`src/rtl/audio_rx_pkg.sv`:
```
package audio_rx_pkg;
  localparam int MAX_BITS = 32;
  localparam int DATA_W   = 24;
  localparam int CTL_W    = 14;
  localparam int LEN_W    = $clog2(MAX_BITS + 1);

  typedef struct packed {
    logic       dir;     // 1 = LSB-first
    logic [1:0] wl;      // word length code
    logic       master;
    logic [1:0] en;      // per-lane enables
  } ctl_t;

  function automatic logic [LEN_W-1:0] word_bits(input logic [1:0] wl);
    case (wl)
      2'b00:   word_bits = LEN_W'(16);
      2'b10:   word_bits = LEN_W'(32);
      default: word_bits = LEN_W'(24);
    endcase
  endfunction
endpackage

```
`src/rtl/rx_ctl_reg.sv`:
```
module rx_ctl_reg
  import audio_rx_pkg::*;
(
  input  logic             clk,
  input  logic             rst,
  input  logic             sw_rst,
  input  logic             wr,
  input  logic [CTL_W-1:0] wdata,
  output ctl_t             ctl,
  output logic [CTL_W-1:0] rdata
);
  logic unused_wbits;
  assign unused_wbits = ^{wdata[CTL_W-1:7], wdata[2]};

  always_ff @(posedge clk) begin
    if (rst || sw_rst) begin
      ctl <= '0;
    end else if (wr) begin
      ctl.en     <= wdata[1:0];
      ctl.master <= wdata[3];
      ctl.wl     <= wdata[5:4];
      ctl.dir    <= wdata[6];
    end
  end

  assign rdata = {{(CTL_W-7){1'b0}}, ctl.dir, ctl.wl, ctl.master, 1'b0, ctl.en};

  AST_SWRST_CLEARS: assert property (@(posedge clk) disable iff (rst)
    sw_rst |=> (ctl.en == 2'b00 && !ctl.master));
endmodule

```
`src/rtl/rx_framer.sv`:
```
module rx_framer
  import audio_rx_pkg::*;
#(
  parameter int CLK_DIV = 4
) (
  input  logic             clk,
  input  logic             rst,
  input  logic             on,
  input  logic             master,
  input  logic [1:0]       wl,
  input  logic             bclk_in,
  input  logic             ws_in,
  input  logic [1:0]       sd_in,
  output logic             bclk_out,
  output logic             ws_out,
  output logic             bit_evt,
  output logic             word_start,
  output logic [1:0]       sd_bit
);
  localparam int DIV_W = $clog2(CLK_DIV + 1);

  logic [DIV_W-1:0] div_cnt;
  logic [LEN_W-1:0] gen_cnt, len;
  logic             m_rise, s_rise, ws_now, ws_prev, run_m;
  logic             b_s1, b_s2, w_s1;
  logic [1:0]       d_s1;

  assign len   = word_bits(wl);
  assign run_m = on && master;

  // master clock and framing generator
  always_ff @(posedge clk) begin
    if (rst || !run_m) begin
      div_cnt  <= '0;
      gen_cnt  <= '0;
      bclk_out <= 1'b0;
      ws_out   <= 1'b0;
    end else if (div_cnt == DIV_W'(CLK_DIV - 1)) begin
      div_cnt  <= '0;
      bclk_out <= ~bclk_out;
      if (!bclk_out) begin
        if (gen_cnt == len - LEN_W'(1)) begin
          gen_cnt <= '0;
          ws_out  <= ~ws_out;
        end else begin
          gen_cnt <= gen_cnt + LEN_W'(1);
        end
      end
    end else begin
      div_cnt <= div_cnt + DIV_W'(1);
    end
  end

  assign m_rise = run_m && (div_cnt == DIV_W'(CLK_DIV - 1)) && !bclk_out;

  // input registers for slave framing and data
  always_ff @(posedge clk) begin
    if (rst || !on) begin
      b_s1 <= 1'b0;
      b_s2 <= 1'b0;
      w_s1 <= 1'b0;
      d_s1 <= '0;
    end else begin
      b_s1 <= bclk_in;
      b_s2 <= b_s1;
      w_s1 <= ws_in;
      d_s1 <= sd_in;
    end
  end

  assign s_rise  = on && !master && b_s1 && !b_s2;
  assign bit_evt = master ? m_rise : s_rise;
  assign ws_now  = master ? ws_out : w_s1;
  assign sd_bit  = d_s1;

  always_ff @(posedge clk) begin
    if (rst || !on) ws_prev <= 1'b0;
    else if (bit_evt) ws_prev <= ws_now;
  end

  assign word_start = bit_evt && (ws_now != ws_prev);

  AST_IDLE_FRAMING: assert property (@(posedge clk) disable iff (rst)
    !run_m |=> (!bclk_out && !ws_out));
endmodule

```
`src/rtl/rx_lane.sv`:
```
module rx_lane
  import audio_rx_pkg::*;
(
  input  logic              clk,
  input  logic              rst,
  input  logic              en,
  input  logic [1:0]        wl,
  input  logic              dir,
  input  logic              bit_evt,
  input  logic              word_start,
  input  logic              sd,
  output logic [DATA_W-1:0] data,
  output logic              valid
);
  logic [MAX_BITS-1:0] sh, base, sh_nx, just;
  logic [LEN_W-1:0]    cnt, cnt_nx, len;
  logic                act, take, done;

  assign len    = word_bits(wl);
  assign take   = bit_evt && (word_start || act);
  assign base   = word_start ? '0 : sh;
  assign sh_nx  = dir ? {sd, base[MAX_BITS-1:1]} : {base[MAX_BITS-2:0], sd};
  assign cnt_nx = word_start ? LEN_W'(1) : cnt + LEN_W'(1);
  assign done   = take && (cnt_nx == len);
  // left-justify: LSB-first already fills from the top
  assign just   = dir ? sh_nx : (sh_nx << (LEN_W'(MAX_BITS) - len));

  always_ff @(posedge clk) begin
    if (rst || !en) begin
      sh    <= '0;
      cnt   <= '0;
      act   <= 1'b0;
      data  <= '0;
      valid <= 1'b0;
    end else begin
      valid <= 1'b0;
      if (take) begin
        sh  <= sh_nx;
        cnt <= cnt_nx;
        act <= !done;
        if (done) begin
          data  <= just[MAX_BITS-1 -: DATA_W];
          valid <= 1'b1;
        end
      end
    end
  end

  AST_OFF_QUIET: assert property (@(posedge clk) disable iff (rst)
    !en |=> (!valid && data == '0));
  AST_STROBE_SINGLE: assert property (@(posedge clk) disable iff (rst)
    valid |=> !valid);
  AST_SHORT_PAD: assert property (@(posedge clk) disable iff (rst)
    (valid && $past(wl) == 2'b00) |-> (data[7:0] == 8'h00));
endmodule

```
`src/rtl/audio_rx_pair.sv`:
```
module audio_rx_pair
  import audio_rx_pkg::*;
#(
  parameter int CLK_DIV = 4
) (
  input  logic              clk,
  input  logic              rst,
  input  logic              sw_rst,
  input  logic              ctl_wr,
  input  logic [CTL_W-1:0]  ctl_wdata,
  output logic [CTL_W-1:0]  ctl_rdata,
  input  logic              bclk_in,
  input  logic              ws_in,
  input  logic [1:0]        sd_in,
  output logic              bclk_out,
  output logic              ws_out,
  output logic              clk_drive_en,
  output logic [DATA_W-1:0] rx_data0,
  output logic [DATA_W-1:0] rx_data1,
  output logic [1:0]        rx_valid
);
  localparam int LANES = 2;

  ctl_t                         ctl;
  logic                         on, bit_evt, word_start;
  logic [LANES-1:0]             sd_bit;
  logic [LANES-1:0][DATA_W-1:0] lane_data;

  rx_ctl_reg u_ctl (
    .clk(clk), .rst(rst), .sw_rst(sw_rst), .wr(ctl_wr),
    .wdata(ctl_wdata), .ctl(ctl), .rdata(ctl_rdata)
  );

  assign on           = |ctl.en;
  assign clk_drive_en = ctl.master;

  rx_framer #(.CLK_DIV(CLK_DIV)) u_framer (
    .clk(clk), .rst(rst), .on(on), .master(ctl.master), .wl(ctl.wl),
    .bclk_in(bclk_in), .ws_in(ws_in), .sd_in(sd_in),
    .bclk_out(bclk_out), .ws_out(ws_out),
    .bit_evt(bit_evt), .word_start(word_start), .sd_bit(sd_bit)
  );

  for (genvar i = 0; i < LANES; i++) begin : g_lane
    rx_lane u_lane (
      .clk(clk), .rst(rst), .en(ctl.en[i]), .wl(ctl.wl), .dir(ctl.dir),
      .bit_evt(bit_evt), .word_start(word_start), .sd(sd_bit[i]),
      .data(lane_data[i]), .valid(rx_valid[i])
    );
  end

  assign rx_data0 = lane_data[0];
  assign rx_data1 = lane_data[1];
endmodule

```
`config.mk`:
```
export PLATFORM = sky130hd
export DESIGN_NAME = audio_rx_pair
export DESIGN_NICKNAME = d
export VERILOG_FILES = /design/src/rtl/audio_rx_pkg.sv /design/src/rtl/rx_ctl_reg.sv /design/src/rtl/rx_framer.sv /design/src/rtl/rx_lane.sv /design/src/rtl/audio_rx_pair.sv
export SDC_FILE = /design/constraint.sdc
export NUM_CORES = 1
export LEC_CHECK = 0
export ABC_AREA = 1
export BUFFER_PORTS_ARGS = -buffer_cell sky130_fd_sc_hd__buf_2
export CAP_MARGIN = 40
export CORE_MARGIN = 4
export CORE_UTILIZATION = 52
export CTS_CLUSTER_DIAMETER = 120
export DETAILED_ROUTE_END_ITERATION = 6
export HOLD_SLACK_MARGIN = 0.06
export PLACE_DENSITY = 0.72
export SETUP_SLACK_MARGIN = 0.2
export SKIP_CTS_REPAIR_TIMING = 1
export SLEW_MARGIN = 0
export SYNTH_ARGS = -nofsm -noshare
export SYNTH_HDL_FRONTEND = slang
export SYNTH_HIERARCHICAL = 1
export SYNTH_SLANG_ARGS = --single-unit
```
`constraint.sdc`:
```
create_clock -name clk -period 2.7 [get_ports clk]
set_input_delay 0.135 -clock clk [delete_from_list [all_inputs] [get_ports clk]]
set_output_delay 0.135 -clock clk [all_outputs]
set_load 0.01 [all_outputs]
```
==> qor.log, run 1 <==
INFO  place          portBuffers=72
INFO  floorplan      die_height=137um
INFO  timing         slew-limit-headroom=65.1%
INFO  timing         grt_setup_unrepaired=yes
INFO  yosys          synth_area=8600um^2
INFO  pwr            power.density_cell_area=511nW/um^2
INFO  pwr            power.leakage=4.34nW
INFO  setup_path     arr_time_crit_path=2.76ns
INFO  final_layout   layout-drive-gt1-share=16.4%
INFO  global_routing grt_start_max_net_pins=88
INFO  timing         worst_clock_skew=0.0125ns
INFO  global_routing antenna_violations_before_repair=0
INFO  pwr            cell_internal_pwr=3.83mW
INFO  routing        drtPass1Iterations=5
INFO  yosys          syn_area_per_cell=6.69um^2
INFO  routing        post_drt_wl_per_cell=15.5um
INFO  floorplan      die_area=18700um^2
INFO  timing         worst-slew-pin-transition=0.523ns
INFO  hold_path      min_path_type=in -> reg
INFO  global_routing globalRouteMet3Util=4.49%
INFO  timing         sum_of_negative_setup_slack=0ns
INFO  yosys          synthArstFlopShare=0%
INFO  setup_path     critical_path_peak_fanout=13
INFO  pwr            power_frac_seq=44.5%
INFO  final_layout   area.growth.synth_to_final=15.0%
INFO  place          placement.cell_area=8980um^2
INFO  clock_network  cts.path.max_buffers=2
INFO  pwr            totalPowerFinal=5.05mW
INFO  global_routing grt_remaining_overflow=0
INFO  final_layout   antenna_cells=0
INFO  global_routing grt-busiest-layer=met2
INFO  setup_path     cp_data_required_time=3.01ns
INFO  final_layout   post_route_cell_area=9890um^2
INFO  clock_network  h-tree-depth=4
INFO  floorplan      placementRows=46
INFO  setup_path     timing.setup.critical_path_class=reg -> reg
INFO  clock_network  tritoncts_clock_tree=done
INFO  pwr            p_sw_share=24.2%
INFO  routing        postRouteAntennaNets=0
INFO  clock_network  cts_root_buffer=sky130_fd_sc_hd__clkbuf_16
INFO  routing        finalWirelength=24.0mm
INFO  timing         fin_crit=2.44ns
INFO  global_routing first_global_vias=7492
INFO  clock_network  clk_transition_reported_paths=0.06ns
INFO  yosys          synth_top_flop_cell=sky130_fd_sc_hd__dfxtp_1
INFO  yosys          yosysWarnings=6
INFO  setup_path     ff2ff_setup_slack=0.26ns
INFO  timing         final.hold.worst_slack=0.0180ns
INFO  timing         timing_max_transition_violations_final=0
INFO  floorplan      boundaryPins=89
INFO  place          place_congestion=0.880
INFO  timing         timing.final.setup_violations=0
INFO  yosys          synth_edf_count=0
INFO  final_layout   finalNetCount=1347
INFO  clock_network  clock_latency=0.43ns
INFO  global_routing track_usage=24.9%
INFO  global_routing grt.met2_usage=38.5%
INFO  routing        num_vias=8799
INFO  routing        detail_route.iter0.violations=1059
INFO  yosys          syn_inst=1286
INFO  yosys          synth.distinct_cells=39
INFO  routing        routed_via_density=5.68
INFO  pwr            share_comb_of_total_power=7.4%
INFO  floorplan      effective_utilization_at_floorplan=53.6%
INFO  global_routing global_route.usage.met1=35.8%
INFO  yosys          yosysSeqAreaShare=35.2%
INFO  pwr            peak_supply_drop=0.000451V
INFO  run_status     run_status=complete, no violations
INFO  timing         period_share=90.4%
INFO  yosys          ys_ff_latch=151
INFO  final_layout   fillers=1491
INFO  job            max-cap-violations=0
INFO  setup_path     worst_setup_path_end_kind=register
INFO  global_routing grt_first_pass_wirelength=37.7mm
INFO  routing        drcViolationCount=0
INFO  pwr            switchingPower=1.22mW
INFO  floorplan      die_x=137um
INFO  clock_network  numClockSinks=151
INFO  place          hpwlAfterDp=15.2mm
INFO  floorplan      fp.coreArea=16100um^2
INFO  setup_path     worstSetupStartpointType=register
INFO  clock_network  cts_made_buffers=17
INFO  timing         max_clock_freq=410MHz
INFO  timing         report.final.hold_viol_count=0
INFO  pwr            power_frac_clock=48.1%
## worst max-delay path: stages (launching register included)
cell,delay (ns)
sky130_fd_sc_hd__dfxtp_2,0.34
sky130_fd_sc_hd__ha_2,0.19
sky130_fd_sc_hd__ha_4,0.15
sky130_fd_sc_hd__nand2_4,0.10
sky130_fd_sc_hd__o21ai_4,0.16
sky130_fd_sc_hd__inv_2,0.08
sky130_fd_sc_hd__nor2_4,0.12
sky130_fd_sc_hd__buf_4,0.13
sky130_fd_sc_hd__a21oi_1,0.03
sky130_fd_sc_hd__o21ai_1,0.15
sky130_fd_sc_hd__nand4_2,0.22
sky130_fd_sc_hd__nor2_8,0.26
sky130_fd_sc_hd__nand2_4,0.22
sky130_fd_sc_hd__nand3_1,0.13
sky130_fd_sc_hd__nand2_1,0.05
## power by group through the flow
stage | logic (mW) | clock network, mW | registers (mW)
global route | 0.413 | 2.55 | 2.25
global placement | 0.346 | 0 | 2.30
finish | 0.375 | 2.43 | 2.25
CTS | 0.350 | 2.46 | 2.25
detailed placement | 0.347 | 0 | 2.30
floorplan | 0.267 | 0 | 2.29
## per-stage QoR
stage / worst slack [ns] / utilization (%) / instances
after floorplan: 0.378 / - / 1293
after global placement: 0.0486 / 55.9 / 1496
after detailed placement: -0.0567 / 55.9 / 1497
after CTS: -0.0590 / 59.6 / 1528
after global routing: 0.144 / 61.6 / 1548
final: 0.258 / 61.6 / 1548
## layer usage
metal,up-vias,routed length [um]
met5,-,0
met4,0,397
met3,45,1930
met2,389,10600
met1,3998,11100
li1,4367,-
## kinds of logic after synthesis
family	share of synthesized area (%)
DFF	35.2
xor gates and xnor gates	0.407
AOI/OAI and AO/OA	15.4
other	0.0436
adders and majority gates	0.727
buffers and inverters	10.9
and+or+nand+nor	37.4
## cells in the mapped netlist (3+ instances only)
master / count / area share (%)
sky130_fd_sc_hd__nand2_2: 5 / 0.36
sky130_fd_sc_hd__o21ai_1: 12 / 0.70
sky130_fd_sc_hd__xor2_1: 3 / 0.31
sky130_fd_sc_hd__nand2_1: 367 / 16
sky130_fd_sc_hd__inv_1: 89 / 3.9
sky130_fd_sc_hd__nor2_4: 4 / 0.52
sky130_fd_sc_hd__nand3_1: 100 / 5.8
sky130_fd_sc_hd__o21ai_0: 125 / 7.3
sky130_fd_sc_hd__ha_1: 5 / 0.73
sky130_fd_sc_hd__inv_2: 5 / 0.22
sky130_fd_sc_hd__nand3_2: 23 / 2.7
sky130_fd_sc_hd__nor2_1: 61 / 2.7
sky130_fd_sc_hd__dfxtp_1: 151 / 35
sky130_fd_sc_hd__nand2_4: 3 / 0.39
sky130_fd_sc_hd__clkbuf_1: 44 / 1.9
sky130_fd_sc_hd__buf_2: 28 / 1.6
sky130_fd_sc_hd__a21boi_1: 4 / 0.35
sky130_fd_sc_hd__a31oi_1: 14 / 1.0
sky130_fd_sc_hd__buf_4: 22 / 1.9
sky130_fd_sc_hd__a21oi_1: 80 / 4.7
sky130_fd_sc_hd__nor2_2: 9 / 0.65
sky130_fd_sc_hd__nand4_1: 90 / 6.5
sky130_fd_sc_hd__a21boi_0: 10 / 0.87
sky130_fd_sc_hd__buf_1: 8 / 0.35
## worst paths after layout
| path | to | cells past startpoint | start |
|---|---|---|---|
| worst min-delay path | u_ctl/ctl[4] | 5 | ctl_wdata[5] |
| worst min register to register | u_framer/div_cnt[0] | 1 | u_framer/div_cnt[0] |
| worst max register to register | g_lane[0].u_lane/data[12] | 14 | u_framer/div_cnt[0] |
| worst max-delay path | g_lane[0].u_lane/data[12] | 14 | u_framer/div_cnt[0] |
## sequential cells by signal, summed over array words and instances, names as in the netlist
| signal | count |
|---|---|
| u_framer/ws_prev | 1 |
| u_framer/sd_bit | 2 |
| g_lane.u_lane/cnt | 12 |
| u_framer/gen_cnt | 6 |
| u_framer/b_s1 | 1 |
| u_framer/ws_out | 1 |
| u_ctl/ctl | 6 |
| u_framer/div_cnt | 3 |
| u_framer/w_s1 | 1 |
| g_lane.u_lane/data | 48 |
| u_framer/bclk_out | 1 |
| g_lane.u_lane/sh | 64 |
| u_framer/b_s2 | 1 |
| g_lane.u_lane/valid | 2 |
| g_lane.u_lane/act | 2 |
## area by class of cell
| class | instances | area (um^2) | share of cell area, % |
|---|---|---|---|
| clock buffer | 20 | 447 | 4.51 |
| clock inverter | 11 | 149 | 1.50 |
| inverter | 94 | 358 | 3.62 |
| multi-input combinational | 944 | 4780 | 48.3 |
| sequential | 151 | 3030 | 30.7 |
| tap | 216 | 270 | 2.73 |
| timing repair buffer | 112 | 856 | 8.65 |
## layout by cell type (no fill, tap or decap), types with 18 or more instances in the layout
master / n
sky130_fd_sc_hd__nand2_1: 362
sky130_fd_sc_hd__dfxtp_1: 145
sky130_fd_sc_hd__o21ai_0: 119
sky130_fd_sc_hd__nand3_1: 100
sky130_fd_sc_hd__nand4_1: 90
sky130_fd_sc_hd__inv_1: 88
sky130_fd_sc_hd__a21oi_1: 80
sky130_fd_sc_hd__buf_2: 72
sky130_fd_sc_hd__nor2_1: 57
sky130_fd_sc_hd__nand3_2: 23
sky130_fd_sc_hd__clkbuf_16: 19
sky130_fd_sc_hd__o21ai_1: 18
Note: power is estimated with default switching activity, not from simulation.
==> run 2: changes to the inputs <==
--- a/config.mk
+++ b/config.mk
@@ -6,7 +6,7 @@
 export NUM_CORES = 1
 export LEC_CHECK = 0
 export ABC_AREA = 1
-export BUFFER_PORTS_ARGS = -buffer_cell sky130_fd_sc_hd__buf_2
+export BUFFER_PORTS_ARGS = -buffer_cell sky130_fd_sc_hd__buf_4
 export CAP_MARGIN = 40
 export CORE_MARGIN = 4
 export CORE_UTILIZATION = 52
==> run 2 against run 1 <==
  * Clock skew down 0.0012 ns
  * Global-route usage increased by 0.080 points
  * Flip-flop and latch count did not move
  * Worst hold slack better by 0.017 ns
  * Power increased by 2.7%
  * Maximum frequency grew 1.4%
  * Highest routed layer unchanged
==> qor.log, run 2 (synthesis gave the netlist of run 1 again) <==
INFO  timing         setup_slack=0.292ns [+0.0334 ns]
INFO  timing         worst_clock_skew=0.0113ns [-0.00122 ns]
INFO  place          portBuffers=72 [unchanged]
INFO  clock_network  cts_root_buffer=sky130_fd_sc_hd__clkbuf_16
INFO  floorplan      die_height=137um [unchanged]
INFO  pwr            power_frac_seq=43.3% [-1.2 points]
INFO  floorplan      die_x=137um [unchanged]
INFO  timing         period_share=89.2% [-1.2 points]
INFO  pwr            p_sw_share=24.1% [-0.12 points]
INFO  timing         timing_max_transition_violations_final=0 [unchanged]
INFO  final_layout   commonest_cells_after_routing_fill_and_taps_aside=sky130_fd_sc_hd__nand2_1 (357), sky130_fd_sc_hd__dfxtp_1 (144), sky130_fd_sc_hd__o21ai_0 (120)
INFO  pwr            share_comb_of_total_power=7.6% [+0.2 points]
INFO  clock_network  clock_latency=0.44ns [about the same]
INFO  pwr            peak_supply_drop=0.000487V [+7.9%]
INFO  final_layout   max_flop_register=g_lane.u_lane/sh
INFO  final_layout   antenna_cells=0 [unchanged]
INFO  setup_path     rr_startpoint=u_framer/div_cnt[0]
INFO  place          place_congestion=0.893 [+1.4%]
INFO  timing         report.final.hold_viol_count=0 [unchanged]
INFO  routing        routed_via_density=5.62 [-1.1%]
INFO  setup_path     cp_data_required_time=3.09ns [+0.08 ns]
INFO  timing         fin_crit=2.41ns [-0.0334 ns]
INFO  floorplan      boundaryPins=89 [unchanged]
INFO  timing         max_clock_freq=415MHz [+1.4%]
INFO  run_status     run_status=complete, no violations
INFO  global_routing first_global_vias=7550 [+0.77%]
INFO  pwr            switchingPower=1.25mW [+2.2%]
INFO  floorplan      die_area=18700um^2 [unchanged]
INFO  global_routing grt_start_max_net_pins=108 [+23%]
INFO  final_layout   layout-drive-gt1-share=17.2% [+0.80 points]
INFO  place          hpwlAfterDp=15.1mm [-0.58%]
INFO  routing        drtPass1Iterations=7 [+2]
INFO  pwr            totalPowerFinal=5.19mW [+2.7%]
INFO  timing         slew-limit-headroom=66.3% [+1.2 points]
INFO  routing        finalWirelength=24.3mm [+1.2%]
INFO  global_routing grt_remaining_overflow=0 [unchanged]
INFO  final_layout   finalNetCount=1360 [+0.97%]
INFO  clock_network  numClockSinks=151 [unchanged]
INFO  timing         grt_setup_unrepaired=no
INFO  setup_path     crit_top_cell=sky130_fd_sc_hd__nand2_1
INFO  clock_network  clk_transition_reported_paths=0.07ns [about the same]
INFO  hold_path      timing.hold.worst.start=ctl_wr
INFO  hold_path      min_path_type=in -> reg
INFO  global_routing antenna_violations_before_repair=0 [unchanged]
INFO  place          dpl_worst_slack=0.147ns [+0.204 ns]
INFO  setup_path     timing.setup.critical_path_class=reg -> reg
INFO  final_layout   largest_register_ffs=64 [unchanged]
INFO  final_layout   post-route-util=64.0% [+2.4 points]
INFO  setup_path     critical_path_peak_fanout=30 [+17]
INFO  floorplan      fp.coreArea=16100um^2 [unchanged]
INFO  clock_network  h-tree-depth=4 [unchanged]
INFO  routing        detail_route.iter0.violations=1051 [-0.76%]
INFO  setup_path     worst_setup_path_end_kind=register
INFO  timing         worst-slew-pin-transition=0.500ns [-0.0237 ns]
INFO  setup_path     worstSetupStartpointType=register
INFO  pwr            power.leakage=4.39nW [+1.2%]
INFO  final_layout   final_common_cell=sky130_fd_sc_hd__nand2_1
INFO  routing        num_vias=8785 [-0.16%]
INFO  setup_path     slowest_delay=0.35ns [about the same]
INFO  job            max-cap-violations=0 [unchanged]
INFO  setup_path     arr_time_crit_path=2.79ns [+0.03 ns]
INFO  global_routing track_usage=24.9% [+0.080 points]
INFO  setup_path     critical-path-slowest-cell=sky130_fd_sc_hd__dfxtp_4
INFO  final_layout   largestRegisters=g_lane.u_lane/sh x64, g_lane.u_lane/data x48, g_lane.u_lane/cnt x12
INFO  clock_network  cts.path.max_buffers=2 [unchanged]
INFO  routing        postRouteAntennaNets=0 [unchanged]
INFO  setup_path     startpoint=u_framer/div_cnt[0]
INFO  final_layout   area.growth.synth_to_final=19.5%
INFO  timing         timing.final.setup_violations=0 [unchanged]
INFO  floorplan      placementRows=46 [unchanged]
INFO  routing        drcViolationCount=0 [unchanged]
INFO  global_routing grt_first_pass_wirelength=37.9mm [+0.35%]
INFO  clock_network  tritoncts_clock_tree=done
INFO  floorplan      effective_utilization_at_floorplan=53.6% [unchanged]
INFO  setup_path     path_cells=ha_4 > ha_4 > nand2_8 > o21ai_4 > inv_2 > nor2_4 > buf_12 > buf_4 > clkbuf_16 > nor2_1 > nand2_1 > nand2_1 > nand2_1 > a21boi_1 > nand4_1 > nand2_1
INFO  setup_path     ff2ff_setup_slack=0.29ns [+0.03 ns]
INFO  pwr            power.density_cell_area=505nW/um^2 [-1.2%]
INFO  pwr            power_frac_clock=49.1% [+1.0 points]
INFO  routing        post_drt_wl_per_cell=15.5um [+0.26%]
INFO  clock_network  cts_made_buffers=17 [unchanged]
INFO  pwr            cell_internal_pwr=3.94mW [+2.8%]
INFO  timing         sum_of_negative_setup_slack=0ns [unchanged]
## run 2: layout make-up
class                      instances  area [um^2]
sequential                       151         3040
tap                              216          270
fill                            1432         5780
multi-input combinational        942         4790
timing repair buffer             127         1210
clock buffer                      21          450
inverter                          94          353
clock inverter                    11          173
## run 2: path summary, 6_finish.rpt
| kind | depth (start not counted) | to |
|---|---|---|
| hold / removal | 3 | u_ctl/ctl[1] |
| hold reg to reg | 2 | u_framer/b_s2 |
| setup / recovery | 16 | g_lane[1].u_lane/data[3] |
| setup reg to reg | 16 | g_lane[1].u_lane/data[3] |
## run 2: metal layers
metal	wire length [um]	track usage (%)	vias to the layer above	share of wire (%)
met4	495	7.67	0	2.0
met5	0	0	-	0
met1	10900	35.3	3960	45
li1	-	-	4403	-
met2	10900	38.1	374	45
met3	2010	5.26	48	8.3
## run 2: metrics by stage
stage                     hold slack, ns  instance area, um^2  cells
after floorplan                    0.203                 8630   1293
after global placement             0.351                 9170   1499
after detailed placement           0.361                 9170   1499
after CTS                        -0.0858                 9800   1531
after global routing              0.0603                10300   1562
final                             0.0352                10300   1562
## run 2: critical path: cells and delay by family, from the launching register on
family | cells | cell delay, ns
AOI/OAI and AO/OA | 2 | 0.26
adders and majority gates | 2 | 0.34
DFF | 1 | 0.35
buffers and inverters | 4 | 0.55
and+or+nand+nor | 8 | 0.85
## run 2: power groups by stage
stage / clock network, mW / registers [mW] / logic [mW]
3_3_place_gp: 0 / 2.30 / 0.360
3_5_place_dp: 0 / 2.30 / 0.360
2_1_floorplan: 0 / 2.29 / 0.267
5_1_grt: 2.67 / 2.25 / 0.437
4_1_cts: 2.57 / 2.25 / 0.363
6_report: 2.55 / 2.25 / 0.396
